==> config.mk <==
export PLATFORM = sky130hd
export DESIGN_NAME = twokey_wdog
export DESIGN_NICKNAME = d
export VERILOG_FILES = /design/src/rtl/twokey_wdog_pkg.sv /design/src/rtl/twokey_wdog_ctrl.sv /design/src/rtl/twokey_wdog_dp.sv /design/src/rtl/twokey_wdog.sv
export SDC_FILE = /design/constraint.sdc
export NUM_CORES = 1
export LEC_CHECK = 0
export BUFFER_PORTS_ARGS = -buffer_cell sky130_fd_sc_hd__buf_2
export CAP_MARGIN = 0
export CELL_PAD_IN_SITES_DETAIL_PLACEMENT = 0
export CELL_PAD_IN_SITES_GLOBAL_PLACEMENT = 2
export CORE_MARGIN = 5
export CORE_UTILIZATION = 36
export CTS_CLUSTER_SIZE = 20
export DETAILED_ROUTE_END_ITERATION = 7
export HOLD_SLACK_MARGIN = 0.05
export PLACE_DENSITY = 0.79
export SLEW_MARGIN = 20
export SYNTH_ARGS = -nofsm -noshare
export SYNTH_HDL_FRONTEND = slang
export SYNTH_SLANG_ARGS = --single-unit
==> constraint.sdc <==
create_clock -name clk -period 3.8 [get_ports clk]
set_input_delay 0.95 -clock clk [delete_from_list [all_inputs] [get_ports clk]]
set_output_delay 0.95 -clock clk [all_outputs]
set_load 0.1 [all_outputs]
==> src/rtl/twokey_wdog_pkg.sv <==
package twokey_wdog_pkg;
  localparam int DATA_W = 8;
  localparam logic [DATA_W-1:0] KEY_ARM  = 8'h55;
  localparam logic [DATA_W-1:0] KEY_FIRE = 8'hAA;

  // strobes and settings passed from control to datapath
  typedef struct packed {
    logic       reload;   // completed key this cycle
    logic       run;      // enable bit
    logic       slowClk;  // prescaler in use
    logic [1:0] period;   // active period select
  } wdStrobe_t;
endpackage

==> src/rtl/twokey_wdog_ctrl.sv <==
module twokey_wdog_ctrl
  import twokey_wdog_pkg::*;
(
  input  logic              clk,
  input  logic              rst,
  input  logic              modeIn,
  input  logic              wrEn,
  input  logic              wrSvc,
  input  logic [DATA_W-1:0] wrData,
  input  logic              rdSvc,
  output logic [DATA_W-1:0] rdData,
  output wdStrobe_t         strobe
);
  logic       enBit;
  logic       slowBit;
  logic [1:0] reqSel;
  logic [1:0] actSel;
  logic       armed;
  logic       svcWr;
  logic       cfgWr;
  logic       keyDone;

  assign svcWr   = wrEn && wrSvc;
  assign cfgWr   = wrEn && !wrSvc;
  assign keyDone = svcWr && (wrData == KEY_FIRE) && armed;

  always_ff @(posedge clk) begin
    if (rst) begin
      enBit   <= 1'b0;
      slowBit <= modeIn;
      reqSel  <= 2'd0;
    end else if (cfgWr) begin
      enBit   <= wrData[0];
      slowBit <= wrData[1];
      reqSel  <= wrData[3:2];
    end
  end

  always_ff @(posedge clk) begin
    if (rst) begin
      armed  <= 1'b0;
      actSel <= 2'd0;
    end else begin
      if (svcWr) begin
        if (wrData == KEY_ARM) armed <= 1'b1;
        else if (wrData != KEY_FIRE) armed <= 1'b0;
        else if (armed) armed <= 1'b0;
      end
      if (keyDone) actSel <= reqSel;
    end
  end

  assign rdData = rdSvc ? '0 : {{(DATA_W-4){1'b0}}, reqSel, slowBit, enBit};

  always_comb begin
    strobe.reload  = keyDone;
    strobe.run     = enBit;
    strobe.slowClk = slowBit;
    strobe.period  = actSel;
  end

  AST_SEL_LATCH: assert property (@(posedge clk) disable iff (rst)
    keyDone |=> (actSel == $past(reqSel)));
  AST_SEL_HOLD: assert property (@(posedge clk) disable iff (rst)
    !keyDone |=> $stable(actSel));
  AST_KEY_ARM: assert property (@(posedge clk) disable iff (rst)
    (svcWr && wrData == KEY_ARM) |=> armed);
  AST_KEY_CANCEL: assert property (@(posedge clk) disable iff (rst)
    (svcWr && wrData != KEY_ARM && wrData != KEY_FIRE) |=> !armed);
endmodule

==> src/rtl/twokey_wdog_dp.sv <==
module twokey_wdog_dp
  import twokey_wdog_pkg::*;
#(
  parameter int PRE_LOG2  = 9,
  parameter int BASE_LOG2 = 9,
  parameter int STEP_LOG2 = 2
) (
  input  logic      clk,
  input  logic      rst,
  input  wdStrobe_t strobe,
  output logic      resetReq
);
  localparam int CNT_W = BASE_LOG2 + 3 * STEP_LOG2;

  logic [PRE_LOG2-1:0] presc;
  logic [CNT_W-1:0]    cnt;
  logic [CNT_W-1:0]    limTab [4];
  logic [CNT_W-1:0]    limit;
  logic                preTick;
  logic                step;
  logic                hit;

  for (genvar g = 0; g < 4; g++) begin : g_lim
    assign limTab[g] = CNT_W'((64'd1 << (BASE_LOG2 + STEP_LOG2 * g)) - 64'd1);
  end

  assign limit   = limTab[strobe.period];
  assign preTick = !strobe.slowClk || (presc == '1);
  assign step    = strobe.run && preTick;
  assign hit     = (cnt == limit);

  always_ff @(posedge clk) begin
    if (rst || strobe.reload) presc <= '0;
    else if (strobe.run && strobe.slowClk) presc <= presc + 1'b1;
  end

  always_ff @(posedge clk) begin
    if (rst || strobe.reload) cnt <= '0;
    else if (step && !hit) cnt <= cnt + 1'b1;
  end

  always_ff @(posedge clk) begin
    if (rst) resetReq <= 1'b0;
    else if (step && hit && !strobe.reload) resetReq <= 1'b1;
  end

  AST_REQ_STICKY: assert property (@(posedge clk) disable iff (rst)
    resetReq |=> resetReq);
  AST_CNT_BOUND: assert property (@(posedge clk) disable iff (rst)
    cnt <= limit);
  AST_RELOAD_ZERO: assert property (@(posedge clk) disable iff (rst)
    strobe.reload |=> (cnt == '0));
  AST_HOLD_OFF: assert property (@(posedge clk) disable iff (rst)
    (!strobe.run && !strobe.reload) |=> $stable(cnt));
  AST_SLOW_STEP: assert property (@(posedge clk) disable iff (rst)
    (strobe.run && strobe.slowClk && !strobe.reload && presc != '1) |=> $stable(cnt));
  AST_RELOAD_WINS: assert property (@(posedge clk) disable iff (rst)
    (strobe.reload && !resetReq) |=> !resetReq);
endmodule

==> src/rtl/twokey_wdog.sv <==
module twokey_wdog
  import twokey_wdog_pkg::*;
#(
  parameter int PRE_LOG2  = 9,
  parameter int BASE_LOG2 = 9,
  parameter int STEP_LOG2 = 2
) (
  input  logic       clk,
  input  logic       rst,
  input  logic       modeIn,
  input  logic       wrEn,
  input  logic       wrSvc,
  input  logic [7:0] wrData,
  input  logic       rdSvc,
  output logic [7:0] rdData,
  output logic       resetReq
);
  wdStrobe_t strobe;

  twokey_wdog_ctrl ctrl_i (
    .clk    (clk),
    .rst    (rst),
    .modeIn (modeIn),
    .wrEn   (wrEn),
    .wrSvc  (wrSvc),
    .wrData (wrData),
    .rdSvc  (rdSvc),
    .rdData (rdData),
    .strobe (strobe)
  );

  twokey_wdog_dp #(
    .PRE_LOG2  (PRE_LOG2),
    .BASE_LOG2 (BASE_LOG2),
    .STEP_LOG2 (STEP_LOG2)
  ) dp_i (
    .clk      (clk),
    .rst      (rst),
    .strobe   (strobe),
    .resetReq (resetReq)
  );
endmodule

==> out/results.tsv, run 1 <==
stage	metric	value	unit
synth	sequential area share after synthesis	0.404	
grt	met3 GRT Util	0.0386	
critical_path	Worst EP required	2.85	ns
synth	Post-Syn Instances	193	
power_and_ir_drop	LEAKAGE	0.000661	uW
synth	Yosys top cell area share	0.385	
critical_path	Worst setup EP type	output port	
drt	Via density	5.29	
grt	GRT Overall Usage	0.122	
critical_path	most used cell, CP	buf_2	
grt	vias in the first global route	1323	
drt	DRC errors left	0	
critical_path	cell family with most CP delay	buffers and inverters	
timing	minimum clock period	2.56	ns
timing	RSZ-0062 raised after global routing	false	
layout	Post-Route Utilization	0.415	
synth	number of flops mapped to enable cells by yosys	1	
placement	dpl cell area	0.00172	sq mm
synth	Seq cells post-synth	32	
clock_network	Post-CTS Setup Inserts	0	
run_status	status	complete, no violations	
clock_network	H-tree depth	2	
placement	Placed Cells	256	
layout	commonest cells after routing, fill and taps aside	dfxtp_1, nor2_1, nand2_1	
power_and_ir_drop	combinational share of power	0.095	
synth	largest area contributor in the netlist	dfxtp_1	
drt	WL per Instance	12.8	um
critical_path	CP max FO	4	
synth	Distinct cells, synth	40	
drt	post-route ant nets	0	
synth	Synth warnings	0	
clock_network	hold_buf cts	0	
layout	nets@finish	228	
clock_network	clk buf depth	2	
synth	synthesized area	0.00161	sq mm
power_and_ir_drop	Clock Power Share	0.394	
critical_path	highest-delay cell along the critical path	buf_2	
drt	total number of vias	1396	
power_and_ir_drop	Psw	171	uW
layout	Layout Cells excl Fill	264	
timing	Pins Over Slew Limit	0	
layout	# diodes	0	
floorplan	CORE AREA	0.00435	sq mm
timing	Hold Vio Cnt, Final	0	
critical_path	R2R depth	9	
critical_path	Setup Crit Path Kind	primary input to output port	
grt	GRT overflow	0	
timing	period utilization	0.675	
placement	DP HPWL	2500	um
floorplan	Die H	76.9	um
grt	met1 usage	0.164	
clock_network	clk sink count	32	
critical_path	Crit Reg-Reg Startpoint	dp_i.presc[0]	
floorplan	initial core utilization	0.370	
clock_network	Num CTS Buffers	5	
synth	ys async rst share	0	
grt	GR peak layer	met2	
power_and_ir_drop	Sw Share	0.254	
timing	Final setup viols	0	
critical_path	Max stage delay on crit path	0.43	ns
grt	met2 Use GR	0.178	
synth	syn avg cell area	8.34	sq um
grt	initial antenna violation count	0	
critical_path	Setup crit end	rdData[3]	
layout	share of cells above drive strength 1	0.142	
clock_network	CTS tree	yes	
drt	1st-pass router iterations	4	
synth	Synth Flop Type	dfxtp_1	
drt	total wire length	3390	um
timing	TNS Setup	0	ns
clock_network	Root Driver	clkbuf_8	
floorplan	Die Wd	76.9	um
critical_path	WP depth	3	
critical_path	worst path cell trace	buf_2, nor2b_1, buf_2	
critical_path	Crit. Startpoint	rdSvc	
power_and_ir_drop	Total Power	675	uW
critical_path	Critical Path Source Type	primary input	
power_and_ir_drop	Internal	503	uW
grt	first-pass GRT wire length	5950	um
grt	pin count of the biggest net entering global routing	23	
min_path	worst hold path type	flop to flop	
power_and_ir_drop	maximum VDD drop	0.174	mV
clock_network	Clk Latency, worst-skew pair	0.28	ns
timing	achievable frequency	390	MHz
layout	P&R area growth vs syn	12.2	%
placement	Buffers on Ports	18	
critical_path	reg2reg end	dp_i.cnt[6]	
placement	GP Congestion	0.765	
floorplan	num ports	23	
critical_path	number of buffers and inverters on the critical path	2	
flow_run	MaxCap Viol Count	0	
power_and_ir_drop	Reg power frac	0.511	
floorplan	Die ar.	0.00591	sq mm
synth	Area contributors post-synth	dfxtp_1, nor2_1, nand2_1	
power_and_ir_drop	Power Density	373	mW/mm^2
critical_path	reg2reg setup slack	1.68	ns
critical_path	critical path arrival	1.61	ns
floorplan	FP Rows	24	
layout	post-route cell area	0.00181	sq mm
drt	initial DRC count	70	
clock_network	Clock Pin Slew Worst Setup and Hold Paths	0.06	ns
timing	clk_skew	0.00707	ns
layout	most common cell after layout, fill and taps aside	dfxtp_1	
clock_network	Post-CTS Resized	0	
==> worst reg2reg max path: stages, from the launching register on <==
cell      delay (ns)
dfxtp_1         0.37
ha_1            0.19
nand3_1         0.08
nor2_1          0.11
ha_1            0.14
nand2b_1        0.14
nand2_1         0.12
a21o_2          0.31
or4_1           0.44
a21oi_1         0.15
==> synthesized netlist by cell type (2+ instances only) <==
cell type  number
or3_1           6
or4_1           3
mux2i_1         7
nand4_1         8
nor3_1          4
xnor2_1         5
o21ai_0         5
o211ai_1        2
nand3_1         7
or2_2           2
and2_1          2
a31oi_1         2
xor2_1          6
nor2b_1         7
a21oi_1        11
buf_4           4
a211oi_1        2
dfxtp_1        31
nor2_1         30
and3_1          4
nand2_1        20
clkbuf_1        5
ha_1            3
==> state kept, by name, indices dropped and copies added, names as in the netlist <==
signal,flops
ctrl_i.actSel,2
ctrl_i.slowBit,1
dp_i.resetReq,1
ctrl_i.reqSel,2
dp_i.presc,9
ctrl_i.enBit,1
dp_i.cnt,15
ctrl_i.armed,1
==> layout make-up <==
class | instances | area (sq um)
clock buffers | 8 | 90.1
multi-input cells | 153 | 907
repair buffers | 18 | 90.1
flip-flops and latches | 32 | 651
well taps | 52 | 65.1
inverters | 1 | 3.75
fillers | 434 | 2550
==> kinds of logic after synthesis <==
logic type | share of synthesized area
fa+ha+maj | 0.0233
mux | 0.0505
buf+inv | 0.0396
simple gates | 0.312
xor+xnor | 0.0598
other cells | 0.00233
flops | 0.404
compound gates | 0.109
==> metal layers <==
metal / wire, um / up-vias
met3: 226 / 7
met4: 46 / 0
met2: 1480 / 50
met1: 1630 / 633
met5: 0 / -
li1: - / 706
==> worst min path at each step <==
stage | from | to | cells after the start
final | dp_i.presc[8] | dp_i.presc[8] | 2
after global routing | ctrl_i.armed | ctrl_i.armed | 2
after CTS | ctrl_i.armed | ctrl_i.armed | 2
after detailed placement | ctrl_i.armed | ctrl_i.armed | 2
after global placement | dp_i.presc[8] | dp_i.presc[8] | 2
after floorplan | ctrl_i.armed | ctrl_i.armed | 2
==> per-stage QoR <==
step                hold slack [ns]  setup slack [ns]
floorplan                     0.432             0.565
global placement              0.447              1.21
detailed placement            0.459              1.14
CTS                           0.468              1.24
global route                  0.498              1.16
finish                        0.465              1.24
==> power by group through the flow <==
stage | sequential, uW | clock [uW] | combinational (uW)
2_1_floorplan | 351 | 0 | 53.8
3_3_place_gp | 352 | 0 | 63.2
3_5_place_dp | 352 | 0 | 63.8
4_1_cts | 345 | 277 | 64.0
5_1_grt | 345 | 292 | 68.6
6_report | 345 | 266 | 63.9
No activity file was read; power rests on OpenSTA's default activity.
==> inputs of run 2 (changes only) <==
--- a/config.mk
+++ b/config.mk
@@ -10,11 +10,11 @@
 export CELL_PAD_IN_SITES_DETAIL_PLACEMENT = 0
 export CELL_PAD_IN_SITES_GLOBAL_PLACEMENT = 2
 export CORE_MARGIN = 5
-export CORE_UTILIZATION = 36
+export CORE_UTILIZATION = 30
 export CTS_CLUSTER_SIZE = 20
 export DETAILED_ROUTE_END_ITERATION = 7
 export HOLD_SLACK_MARGIN = 0.05
-export PLACE_DENSITY = 0.79
+export PLACE_DENSITY = 0.7
 export SLEW_MARGIN = 20
 export SYNTH_ARGS = -nofsm -noshare
 export SYNTH_HDL_FRONTEND = slang
==> constraint.sdc (replaced) <==
create_clock -name clk -period 2.2 [get_ports clk]
set_input_delay 0.55 -clock clk [delete_from_list [all_inputs] [get_ports clk]]
set_output_delay 0.55 -clock clk [all_outputs]
set_load 0.1 [all_outputs]
==> out/results.tsv, run 2 (same netlist as run 1, synthesis figures left out) <==
stage	metric	value	unit	change
run_status	status	complete, no violations		
layout	Post-Route Utilization	0.369		-0.0463
placement	DP HPWL	2880	um	+16%
floorplan	CORE AREA	0.00517	sq mm	+19%
drt	post-route ant nets	0		unchanged
critical_path	highest-delay cell along the critical path	or3_1		
grt	GRT overflow	0		unchanged
layout	P&R area growth vs syn	18.4	%	
grt	pin count of the biggest net entering global routing	13		-43%
timing	Final WS setup	0.177	ns	-1.06 ns
grt	initial antenna violation count	0		unchanged
clock_network	Clk Latency, worst-skew pair	0.28	ns	about the same
critical_path	Setup Crit Path Kind	flop to flop		
floorplan	Die ar.	0.00693	sq mm	+17%
clock_network	H-tree depth	2		unchanged
layout	Reg with most FFs	dp_i.cnt		
grt	GRT Overall Usage	0.112		-0.00969
placement	GP Congestion	0.803		+5.0%
clock_network	CTS tree	yes		
power_and_ir_drop	maximum VDD drop	0.282	mV	+62%
critical_path	Worst setup EP type	flop		
power_and_ir_drop	Total Power	1170	uW	+74%
critical_path	critical path arrival	2.20	ns	+0.59 ns
timing	minimum clock period	2.02	ns	
timing	RSZ-0062 raised after global routing	false		
drt	1st-pass router iterations	4		unchanged
power_and_ir_drop	Power Density	616	mW/mm^2	+65%
floorplan	Die Wd	83.3	um	+8.3%
floorplan	initial core utilization	0.311		-0.0585
layout	Fillers	531		+22%
layout	# diodes	0		unchanged
clock_network	clk buf depth	2		unchanged
drt	initial DRC count	76		+8.6%
clock_network	Num CTS Buffers	5		unchanged
placement	Buffers on Ports	18		unchanged
drt	total wire length	3710	um	+9.4%
flow_run	MaxCap Viol Count	0		unchanged
layout	share of cells above drive strength 1	0.210		+0.0685
floorplan	num ports	23		unchanged
grt	first-pass GRT wire length	6450	um	+8.5%
layout	commonest cells after routing, fill and taps aside	nor2_1, dfxtp_1, nand2_1		
drt	total number of vias	1405		+0.64%
min_path	worst hold path type	flop to flop		
layout	Largest register FFs	15		unchanged
timing	Pins Over Slew Limit	0		unchanged
floorplan	FP Rows	26		+8.3%
timing	Final setup viols	0		unchanged
critical_path	CP max FO	4		unchanged
drt	Via density	4.86		-8.1%
timing	achievable frequency	494	MHz	
clock_network	clk sink count	32		unchanged
drt	DRC errors left	0		unchanged
timing	Hold Vio Cnt, Final	0		unchanged
layout	nets@finish	235		+3.1%
critical_path	Max stage delay on crit path	0.37	ns	-0.06 ns
timing	period utilization	0.919		
layout	Top Registers	dp_i.cnt x15, dp_i.presc x9		
clock_network	Root Driver	clkbuf_8		
grt	vias in the first global route	1460		+10%
drt	WL per Instance	12.8	um	about the same
critical_path	worst path cell trace	ha_2, nand3_1, nor2_1, ha_1, nand2b_1, nand3_1, or3_1, a21oi_1, xnor2_1, nor2_1		
floorplan	Die H	83.3	um	+8.3%
timing	clk_skew	0.00577	ns	-0.00130 ns
clock_network	Clock Pin Slew Worst Setup and Hold Paths	0.07	ns	about the same
critical_path	Worst EP required	2.38	ns	-0.47 ns
power_and_ir_drop	LEAKAGE	0.000703	uW	+6.2%
critical_path	Critical Path Source Type	flop		
placement	dpl ws	0.0872	ns	-1.05 ns
timing	TNS Setup	0	ns	unchanged
[run 2: metrics by stage]
step | std cells | hold WS (ns) | area (sq um)
2_1_floorplan | 196 | 0.432 | 1630
3_3_place_gp | 281 | 0.441 | 1800
3_5_place_dp | 281 | 0.455 | 1800
4_1_cts | 289 | 0.464 | 1890
5_1_grt | 289 | 0.510 | 1910
6_report | 289 | 0.463 | 1910
[run 2: per-layer routing]
| metal | wire, um | GRT usage | share of wire |
|---|---|---|---|
| met5 | 0 | 0 | 0 |
| met4 | 36 | 0.0386 | 0.0097 |
| met3 | 205 | 0.0376 | 0.055 |
| met2 | 1770 | 0.191 | 0.48 |
| met1 | 1700 | 0.131 | 0.46 |
[run 2: final cells by class]
class	instances	area, sq um	share of cell area
Inverter	1	3.75	0.00197
Tap cell	70	87.6	0.0459
Clock buffer	6	82.6	0.0433
Sequential cell	32	652	0.342
Multi-Input combinational cell	153	928	0.487
Clock inverter	2	10.0	0.00525
Timing Repair Buffer	25	143	0.0748
[run 2: critical path: cells and delay by family (launching register included)]
kind                       cells  cell delay, ns
and+or+nand+nor                6            0.91
AOI/OAI and AO/OA              1            0.16
xor gates and xnor gates       1            0.14
adders and majority gates      2            0.35
DFF                            1            0.36
[run 2: what timing repair did]
action / in CTS / in global routing
hold endpoints to repair: 0 / 0
gates resized for setup: 0 / 4
buffers inserted: 0 / 0
hold buffers: 0 / 0
setup endpoints to repair: 0 / 6
[run 2: power by group]
group / internal [uW] / leakage (uW) / switching, uW
combinational: 30.3 / 0.000391 / 88.2
sequential: 590 / 0.000261 / 7.08
clock: 249 / 0.0000510 / 210
[run 2: worst paths after layout]
path                 startpoint      endpoint  slack (ns)  depth (start not counted)
setup / recovery  dp_i.presc[1]  dp_i.cnt[13]        0.18                         10
hold / removal     ctrl_i.armed  ctrl_i.armed        0.46                          2
setup reg to reg  dp_i.presc[1]  dp_i.cnt[13]        0.18                         10
hold reg to reg    ctrl_i.armed  ctrl_i.armed        0.46                          2
